<file path="src/rtl/irq_pkg.sv">
package irq_pkg;
  localparam int unsigned NUM_EXT = 2;

  // flag position driven by external pin k
  function automatic int unsigned ext_pos(input int unsigned k);
    return 2 * k;
  endfunction
endpackage

</file>
<file path="src/rtl/irq_flag_bank.sv">
module irq_flag_bank
  import irq_pkg::*;
#(
  parameter int unsigned NUM_SRC = 12
) (
  input  logic               clk,
  input  logic               rst,
  input  logic               mc_en,
  input  logic [NUM_EXT-1:0] ext_n,
  input  logic [NUM_EXT-1:0] ext_edge_mode,
  input  logic [NUM_SRC-1:0] hw_set,
  input  logic [NUM_SRC-1:0] hw_clr,
  input  logic [NUM_SRC-1:0] sw_mask,
  input  logic [NUM_SRC-1:0] sw_val,
  output logic [NUM_SRC-1:0] flags
);
  logic [NUM_EXT-1:0] pin_prev;
  logic [NUM_SRC-1:0] flags_nxt;

  // precedence: grant clear < peripheral set < pin sampling < software
  always_comb begin
    flags_nxt = (flags & ~hw_clr) | hw_set;
    for (int k = 0; k < NUM_EXT; k++) begin
      if (mc_en) begin
        if (ext_edge_mode[k]) begin
          if (pin_prev[k] && !ext_n[k]) flags_nxt[ext_pos(k)] = 1'b1;
        end else begin
          flags_nxt[ext_pos(k)] = !ext_n[k];
        end
      end
    end
    flags_nxt = (flags_nxt & ~sw_mask) | (sw_val & sw_mask);
  end

  always_ff @(posedge clk) begin
    if (rst) begin
      flags    <= '0;
      pin_prev <= '1;
    end else begin
      flags <= flags_nxt;
      if (mc_en) pin_prev <= ext_n;
    end
  end
endmodule

</file>
<file path="src/rtl/irq_arbiter.sv">
module irq_arbiter #(
  parameter  int unsigned NUM_SRC = 12,
  parameter  int unsigned NUM_LVL = 4,
  localparam int unsigned IDX_W   = $clog2(NUM_SRC),
  localparam int unsigned LVL_W   = $clog2(NUM_LVL)
) (
  input  logic [NUM_SRC-1:0]       flags,
  input  logic [NUM_SRC-1:0]       en,
  input  logic                     ea,
  input  logic [NUM_SRC*LVL_W-1:0] pri,
  output logic                     found,
  output logic [IDX_W-1:0]         win_idx,
  output logic [LVL_W-1:0]         win_lvl
);
  logic [NUM_SRC-1:0] req;

  for (genvar i = 0; i < NUM_SRC; i++) begin : g_req
    assign req[i] = flags[i] & en[i] & ea;
  end

  // strict compare while scanning upward keeps the lowest index on a tie
  always_comb begin
    found   = 1'b0;
    win_idx = '0;
    win_lvl = '0;
    for (int i = 0; i < NUM_SRC; i++) begin
      if (req[i] && (!found || pri[i*LVL_W +: LVL_W] > win_lvl)) begin
        found   = 1'b1;
        win_idx = IDX_W'(i);
        win_lvl = pri[i*LVL_W +: LVL_W];
      end
    end
  end
endmodule

</file>
<file path="src/rtl/irq_insvc.sv">
module irq_insvc #(
  parameter  int unsigned NUM_LVL = 4,
  localparam int unsigned LVL_W   = $clog2(NUM_LVL)
) (
  input  logic               clk,
  input  logic               rst,
  input  logic               set_en,
  input  logic [LVL_W-1:0]   set_lvl,
  input  logic               ret_en,
  output logic [NUM_LVL-1:0] insvc,
  output logic               busy,
  output logic [LVL_W-1:0]   top_lvl
);
  logic [NUM_LVL-1:0] insvc_nxt;

  always_comb begin
    busy    = |insvc;
    top_lvl = '0;
    for (int l = 0; l < NUM_LVL; l++) begin
      if (insvc[l]) top_lvl = LVL_W'(l);
    end
  end

  always_comb begin
    insvc_nxt = insvc;
    if (set_en)              insvc_nxt[set_lvl] = 1'b1;
    else if (ret_en && busy) insvc_nxt[top_lvl] = 1'b0;
  end

  always_ff @(posedge clk) begin
    if (rst) insvc <= '0;
    else     insvc <= insvc_nxt;
  end
endmodule

</file>
<file path="src/rtl/prio_irq_ctrl.sv">
module prio_irq_ctrl
  import irq_pkg::*;
#(
  parameter  int unsigned          NUM_SRC    = 12,
  parameter  int unsigned          NUM_LVL    = 4,
  parameter  int unsigned          ADDR_W     = 16,
  parameter  logic [ADDR_W-1:0]    VEC_BASE   = 'h0003,
  parameter  int unsigned          VEC_STEP   = 8,
  parameter  logic [NUM_SRC-1:0]   HWCLR_MASK = 'h00F,
  localparam int unsigned          IDX_W      = $clog2(NUM_SRC),
  localparam int unsigned          LVL_W      = $clog2(NUM_LVL)
) (
  input  logic                     clk,
  input  logic                     rst,
  input  logic                     mc_en,
  input  logic                     instr_last,
  input  logic                     instr_cfg_wr,
  input  logic                     instr_reti,
  input  logic                     cfg_en_we,
  input  logic [NUM_SRC-1:0]       cfg_en_wdata,
  input  logic                     cfg_ea_we,
  input  logic                     cfg_ea_wdata,
  input  logic                     cfg_pri_we,
  input  logic [NUM_SRC*LVL_W-1:0] cfg_pri_wdata,
  input  logic [NUM_EXT-1:0]       ext_edge_mode,
  input  logic [NUM_EXT-1:0]       ext_n,
  input  logic [NUM_SRC-1:0]       hw_set,
  input  logic [NUM_SRC-1:0]       sw_flag_mask,
  input  logic [NUM_SRC-1:0]       sw_flag_val,
  output logic [NUM_SRC-1:0]       flags,
  output logic [NUM_LVL-1:0]       insvc,
  output logic                     vec_req,
  output logic [IDX_W-1:0]         vec_src,
  output logic [ADDR_W-1:0]        vec_addr
);
  logic [NUM_SRC-1:0]       en_q;
  logic                     ea_q;
  logic [NUM_SRC*LVL_W-1:0] pri_q;

  logic                     found;
  logic [IDX_W-1:0]         win_idx;
  logic [LVL_W-1:0]         win_lvl;
  logic                     busy;
  logic [LVL_W-1:0]         top_lvl;
  logic                     blocked;
  logic                     grant;
  logic                     ret_take;
  logic [NUM_SRC-1:0]       hwclr_eff;
  logic [NUM_SRC-1:0]       clr_vec;

  // configuration registers
  always_ff @(posedge clk) begin
    if (rst) begin
      en_q  <= '0;
      ea_q  <= 1'b0;
      pri_q <= '0;
    end else begin
      if (cfg_en_we)  en_q  <= cfg_en_wdata;
      if (cfg_ea_we)  ea_q  <= cfg_ea_wdata;
      if (cfg_pri_we) pri_q <= cfg_pri_wdata;
    end
  end

  irq_arbiter #(.NUM_SRC(NUM_SRC), .NUM_LVL(NUM_LVL)) arb_i (
    .flags   (flags),
    .en      (en_q),
    .ea      (ea_q),
    .pri     (pri_q),
    .found   (found),
    .win_idx (win_idx),
    .win_lvl (win_lvl)
  );

  assign blocked  = busy && (top_lvl >= win_lvl);
  assign grant    = mc_en && instr_last && !instr_cfg_wr && !instr_reti
                    && found && !blocked;
  assign ret_take = mc_en && instr_last && instr_reti;

  // externals in level mode keep their flag on a grant
  always_comb begin
    hwclr_eff = HWCLR_MASK;
    for (int k = 0; k < NUM_EXT; k++) begin
      if (!ext_edge_mode[k]) hwclr_eff[ext_pos(k)] = 1'b0;
    end
    clr_vec = '0;
    if (grant) clr_vec[win_idx] = hwclr_eff[win_idx];
  end

  irq_flag_bank #(.NUM_SRC(NUM_SRC)) flg_i (
    .clk           (clk),
    .rst           (rst),
    .mc_en         (mc_en),
    .ext_n         (ext_n),
    .ext_edge_mode (ext_edge_mode),
    .hw_set        (hw_set),
    .hw_clr        (clr_vec),
    .sw_mask       (sw_flag_mask),
    .sw_val        (sw_flag_val),
    .flags         (flags)
  );

  irq_insvc #(.NUM_LVL(NUM_LVL)) isv_i (
    .clk     (clk),
    .rst     (rst),
    .set_en  (grant),
    .set_lvl (win_lvl),
    .ret_en  (ret_take),
    .insvc   (insvc),
    .busy    (busy),
    .top_lvl (top_lvl)
  );

  always_ff @(posedge clk) begin
    if (rst) begin
      vec_req  <= 1'b0;
      vec_src  <= '0;
      vec_addr <= '0;
    end else begin
      vec_req <= grant;
      if (grant) begin
        vec_src  <= win_idx;
        vec_addr <= VEC_BASE + ADDR_W'(win_idx) * ADDR_W'(VEC_STEP);
      end
    end
  end
endmodule

</file>
<file path="config.mk">
export PLATFORM = sky130hd
export DESIGN_NAME = prio_irq_ctrl
export DESIGN_NICKNAME = d
export VERILOG_FILES = /design/src/rtl/irq_pkg.sv /design/src/rtl/irq_flag_bank.sv /design/src/rtl/irq_arbiter.sv /design/src/rtl/irq_insvc.sv /design/src/rtl/prio_irq_ctrl.sv
export SDC_FILE = /design/constraint.sdc
export NUM_CORES = 1
export LEC_CHECK = 0
export BUFFER_PORTS_ARGS = -buffer_cell sky130_fd_sc_hd__buf_2
export CORE_MARGIN = 2
export CORE_UTILIZATION = 47
export DETAILED_ROUTE_END_ITERATION = 10
export PLACE_DENSITY = 0.86
export SYNTH_ARGS = -nofsm -noshare
export SYNTH_HDL_FRONTEND = slang
export SYNTH_HIERARCHICAL = 1
export SYNTH_SLANG_ARGS = --single-unit
export TNS_END_PERCENT = 20
</file>
<file path="constraint.sdc">
create_clock -name clk -period 13.3 [get_ports clk]
set_input_delay 1.33 -clock clk [delete_from_list [all_inputs] [get_ports clk]]
set_output_delay 1.33 -clock clk [all_outputs]
set_load 0.005 [all_outputs]
</file>
==> results of run 1 <==
## cell type report
class	instances	area [µm²]
clock buffers	11	141
inverters	33	136
multi-input cells	361	3010
repair buffers	221	1400
clock inverters	5	60.1
flip-flops and latches	61	1220
fillers	549	2030
well taps	105	131
## metal layers
metal	up-vias	wire length (µm)	global-route usage, %
li1	2073	-	-
met1	2132	5460	30.5
met2	331	7520	52.0
met3	106	1360	9.49
met4	0	1030	19.0
met5	-	0	0
## state kept, by name, indices dropped and copies added (netlist names)
register,cells
isv_i/insvc,4
en_q,12
flg_i/pin_prev,2
vec_req,1
vec_addr,2
ea_q,1
vec_src,3
flg_i/flags,12
pri_q,24
## synthesized netlist by cell type (3+ instances only)
master	instances	area share (%)
a211oi_1	3	0.58
a21o_1	7	1.3
a21oi_1	20	2.6
a221oi_1	11	2.5
a221oi_2	3	1.2
a31oi_1	3	0.48
and2_1	4	0.64
and3_1	5	0.80
buf_2	5	0.64
buf_4	15	2.9
clkbuf_1	6	0.58
dfxtp_1	61	31
ha_1	21	6.7
inv_1	32	3.1
mux2_4	4	1.5
mux2i_1	42	11
nand2_1	26	2.5
nand2b_1	26	4.2
nand3_1	15	1.9
nand4_1	5	0.80
nor2_1	64	6.1
nor2b_1	11	1.8
nor3_1	4	0.51
o211ai_1	3	0.58
o21a_1	3	0.58
o21ai_0	10	1.3
o21ai_1	6	0.77
o22ai_1	3	0.48
or2_2	4	0.64
## kinds of logic (layout without fill, tap and decap cells)
| kind of cell | after synthesis | in the layout | share of synthesized area (%) |
|---|---|---|---|
| DFF | 61 | 61 | 31.2 |
| other | 1 | 18 | 0.0958 |
| AOI/OAI and AO/OA | 102 | 102 | 20.1 |
| buffers and inverters | 62 | 270 | 7.57 |
| muxes | 46 | 46 | 12.3 |
| adders and majority gates | 22 | 22 | 6.97 |
| and+or+nand+nor | 173 | 173 | 21.8 |
## worst max-delay path by stage
stage | cells past startpoint | to
after floorplan | 75 | isv_i/insvc[2]
after global placement | 75 | flg_i/flags[2]
after detailed placement | 76 | flg_i/flags[2]
after CTS | 77 | flg_i/flags[0]
after global routing | 76 | flg_i/flags[0]
final | 74 | flg_i/flags[0]
## power by group through the flow
stage          Sequential (µW)  Combinational, µW  Clock (µW)
6_report                   205                103         171
5_1_grt                    206                111         179
4_1_cts                    203               82.7         170
3_5_place_dp               207               75.2           0
3_3_place_gp               206               71.5           0
2_1_floorplan              204               48.7           0
## stage by stage
step,util [%],hold WS [ps]
floorplan,-,452
global placement,58.6,456
detailed placement,58.6,465
CTS,68.4,476
global route,75.0,510
finish,75.0,486
## worst reg2reg max path: cells and delay by family (launching register included)
| family | cells | cell delay [ps] |
|---|---|---|
| mux | 4 | 1340 |
| buf+inv | 4 | 550 |
| fa+ha+maj | 13 | 3580 |
| flops | 1 | 340 |
| simple gates | 22 | 2700 |
| compound gates | 31 | 5550 |
## timing repair
action / CTS / global route
gates resized for setup: 18 / 70
setup buffers: 65 / 22
pin swaps: 19 / 60
setup endpoints to repair: 14 / 14
==> qor.yml, run 1 <==
cells_and_area:
  n_antenna_cell: 0
  instances_no_fill: 797
  layout_common_cells: "buf_2 (112), buf_4 (106), nor2_1 (59)"
  fin_area_um2: 6100
  post_route_cells_drive_above_1_share_pct: 49.0
  area_growth_syn_to_layout_pct: 55.9
  layout_commonest_cell: "buf_2"
  nets: 794
worst_setup_path:
  path_delay_family: "compound AO/OA/AOI/OAI gates"
  ff2ff_setup_slack_ps: -940
  cp-end-kind: "register"
  r2r_cells: 74
  cp_max_fo: 5
  cpMostUsedCell: "ha_4"
  max_stage_delay_ps: 350
  crit_start: "en_q[0]"
  reg2reg_to: "flg_i/flags[0]"
  crit_type: "register to register"
  slowest_stage: "mux2_4"
  critPathBufInv: 4
  cp.required_ps: 13480
  start_kind: "register"
  cp.arrival_ps: 14430
  worstReg2RegStart: "en_q[0]"
worst_hold_path:
  min_to: "vec_addr[1]"
  hold_class: "register to register"
  holdPathStages: 2
  hold_path.startpoint: "vec_addr[1]"
pwr:
  p_leak_uw: 0.00295
  power_frac_comb_pct: 21.4
  power_switching_share_pct: 30.1
  peakVddDrop_v: 0.0000741
  p_switching_uw: 144
  power_uw: 479
  clkPwrFrac_pct: 35.7
  p_int_uw: 335
  power.density_nw_per_um2: 78.5
  sequentialPowerShare_pct: 42.8
cts:
  cts-root-buf: "clkbuf_8"
  cts_buffers: 9
  clk_latency_ps: 360
  htreeDepth: 3
  postCtsHoldBufs: 0
  cts_tree: "built"
  cts.clk_slew.worst_paths_ps: 70
  cts_sinks: 61
  clockBufferDepth: 2
synthesis:
  synth-seq-cells: 61
  yosysSeqAreaShare_pct: 31.2
  syn_inst: 467
  netlist-cell-type-count: 65
  synth_top_flop_cell: "dfxtp_1"
  synthesis.area_um2: 3920
  synth_edf_count: 0
  avgSynthCellArea_um2: 8.38
  ys.warnings.count: 6
  async_flop_share_pct: 0
timing:
  finalSetupViolCount: 14
  fin_crit_ps: 14240
  worst_pin_slew_ps: 1170
  setup_tns_ps: -10440
  hold_viol: 0
  fmax_ghz: 0.0702
  skew_ps: 9.79
  post-route-period-util_pct: 107
  slew_violations: 0
  fin_ws_ps: -945
  rsz0062_at_grt: "true"
  slew_headroom_pct: 20.9
global_routing:
  grt_usage_pct: 29.7
  grt_pass1_wl_um: 20800
  grt_pass1_vias: 4403
  grt_max_degree: 66
  grt_antenna_before_repair: 0
  grt_remaining_overflow: 0
die:
  die_h_um: 95.3
  ios: 123
  die-area_um2: 9080
  start_util_pct: 48.1
  core_region_area_um2: 8130
  die_w_um: 95.3
  num_rows: 33
route:
  finalWirelength_um: 15400
  drt_iter0_markers: 382
  viasPerCell: 5.82
  avgRoutedWirePerCell_um: 19.3
  dr.pass1.iters: 5
  ant_nets: 0
  drc: 0
  num_vias: 4642
place:
  place_area_um2: 4770
  dp_slack_ps: -499
  post-place-cells: 695
  io_buffer_count: 112
  place.gp.congestion: 0.823
  hpwlAfterDp_um: 8180
flow_run:
  cap_violations: 0
status:
  status: "finished with violations"
  violations: "setup timing"
(Power assumes the default switching activity.)
==> inputs of run 2 (changes only) <==
- CORE_UTILIZATION: 47 -> 52
- PLACE_DENSITY: 0.86 -> 0.9
- clock period: 13.3 -> 13.9 ns (I/O delays scaled with it)
==> qor.yml, run 2 (same netlist as run 1, synthesis figures left out) <==
place:
  hpwlAfterDp_um: 7800
  io_buffer_count: 112
  dp_slack_ps: -633
  place_area_um2: 4630
  place.gp.congestion: 0.921
pwr:
  power_uw: 491
  p_leak_uw: 0.00267
  peakVddDrop_v: 0.0000775
  power.density_nw_per_um2: 86.4
worst_setup_path:
  cpMostUsedCell: "ha_4"
  crit_start: "en_q[0]"
  reg2reg_to: "flg_i/flags[0]"
  worstReg2RegStart: "en_q[0]"
  slowest_stage: "dfxtp_2"
  ff2ff_setup_slack_ps: -210
  r2r_cells: 79
  max_stage_delay_ps: 350
  critPathBufInv: 6
  cp.arrival_ps: 14280
  cp_max_fo: 6
  crit_type: "register to register"
  cp.required_ps: 14070
  cp-end-kind: "register"
  start_kind: "register"
  path_delay_family: "compound AO/OA/AOI/OAI gates"
status:
  violations: "setup timing"
  status: "finished with violations"
cts:
  cts_tree: "built"
  cts.clk_slew.worst_paths_ps: 70
  clk_latency_ps: 360
  htreeDepth: 3
  cts_buffers: 9
  cts_sinks: 61
  cts-root-buf: "clkbuf_8"
  clockBufferDepth: 2
route:
  finalWirelength_um: 13700
  ant_nets: 0
  drt_iter0_markers: 256
  drc: 0
  num_vias: 4283
  dr.pass1.iters: 5
  avgRoutedWirePerCell_um: 18.7
  viasPerCell: 5.88
cells_and_area:
  largest_reg_flops: 24
  top_regs: "pri_q x24, en_q x12, flg_i/flags x12"
  fin_area_um2: 5680
  layout_common_cells: "buf_2 (112), nor2_1 (59), dfxtp_1 (58)"
  post_route_cells_drive_above_1_share_pct: 43.7
  area_growth_syn_to_layout_pct: 45.1
  top_register: "pri_q"
  nets: 732
  layout_commonest_cell: "buf_2"
  n_antenna_cell: 0
timing:
  fmax_ghz: 0.0709
  slew_headroom_pct: 20.6
  hold_viol: 0
  whs_ps: 496
  finalSetupViolCount: 8
  worst_pin_slew_ps: 1190
  skew_ps: 11.7
  fin_crit_ps: 14110
  slew_violations: 0
  post-route-period-util_pct: 101
  fin_ws_ps: -205
die:
  die_h_um: 90.8
  die-area_um2: 8240
  ios: 123
  core_region_area_um2: 7250
  num_rows: 31
  die_w_um: 90.8
  start_util_pct: 54.0
worst_hold_path:
  holdPathStages: 2
  hold_path.startpoint: "flg_i/pin_prev[1]"
  hold_class: "register to register"
  min_to: "flg_i/pin_prev[1]"
flow_run:
  cap_violations: 0
global_routing:
  grt_max_degree: 66
  grt_remaining_overflow: 0
  grt_antenna_before_repair: 0
  grt_usage_pct: 25.6
  grt_pass1_wl_um: 17300
  grt_pass1_vias: 3761
==> run 2: cell types whose count changed in the layout (fill, tap and decap cells not counted), sizes merged <==
cell      previous run  this run
clkinv               4         1
clkinvlp             1         3
bufinv               1         3
clkbuf              11        10
buf                221       159
==> run 2: power by group <==
group	switching (µW)	leakage (µW)	internal [µW]
Clock	77.3	0.000119	124
Sequential	11.6	0.000504	184
Combinational	48.9	0.00204	45.0
==> run 2: worst max-delay path by stage <==
stage / endpoint / slack, ps / depth (start not counted)
floorplan: isv_i/insvc[2] / 0.5 / 74
global placement: flg_i/flags[2] / 30 / 74
detailed placement: flg_i/flags[0] / -630 / 75
CTS: flg_i/flags[0] / -2 / 80
global route: flg_i/flags[0] / -600 / 81
finish: flg_i/flags[0] / -210 / 79
==> run 2: layout make-up <==
type,instances,area [µm²]
flip-flops and latches,61,1220
fillers,435,1570
well taps,99,124
multi-input cells,361,3030
clock inverters,6,110
inverters,33,128
clock buffers,10,138
repair buffers,159,925
==> run 2: metrics by stage <==
step / TNS, ps / instances / utilization, %
3_3_place_gp: 0 / 681 / 63.8
2_1_floorplan: 0 / 484 / -
4_1_cts: -2.43 / 707 / 69.4
3_5_place_dp: -4850 / 681 / 63.8
5_1_grt: -5730 / 729 / 78.3
6_report: -1050 / 729 / 78.3
==> run 2: what timing repair did <==
item	4_1_cts	5_1_grt
gates resized for setup	17	92
hold buffers	0	0
endpoints found under the setup margin	14	14
pin swaps	10	55
hold endpoints to repair	0	0
setup buffers	10	22
==> run 2: per-layer routing <==
layer	vias to the layer above	GRT usage [%]	part of all wire (%)
met3	63	6.09	6.5
met2	237	46.9	51
met4	0	7.95	4.6
met1	2036	29.3	38
li1	1947	-	-
met5	-	0	0
==> run 2: tightest hold or removal path, cell delays in order (launching register included) <==
cell      delay (ps)
dfxtp_1          310
nor2_1            80
o21bai_1          60
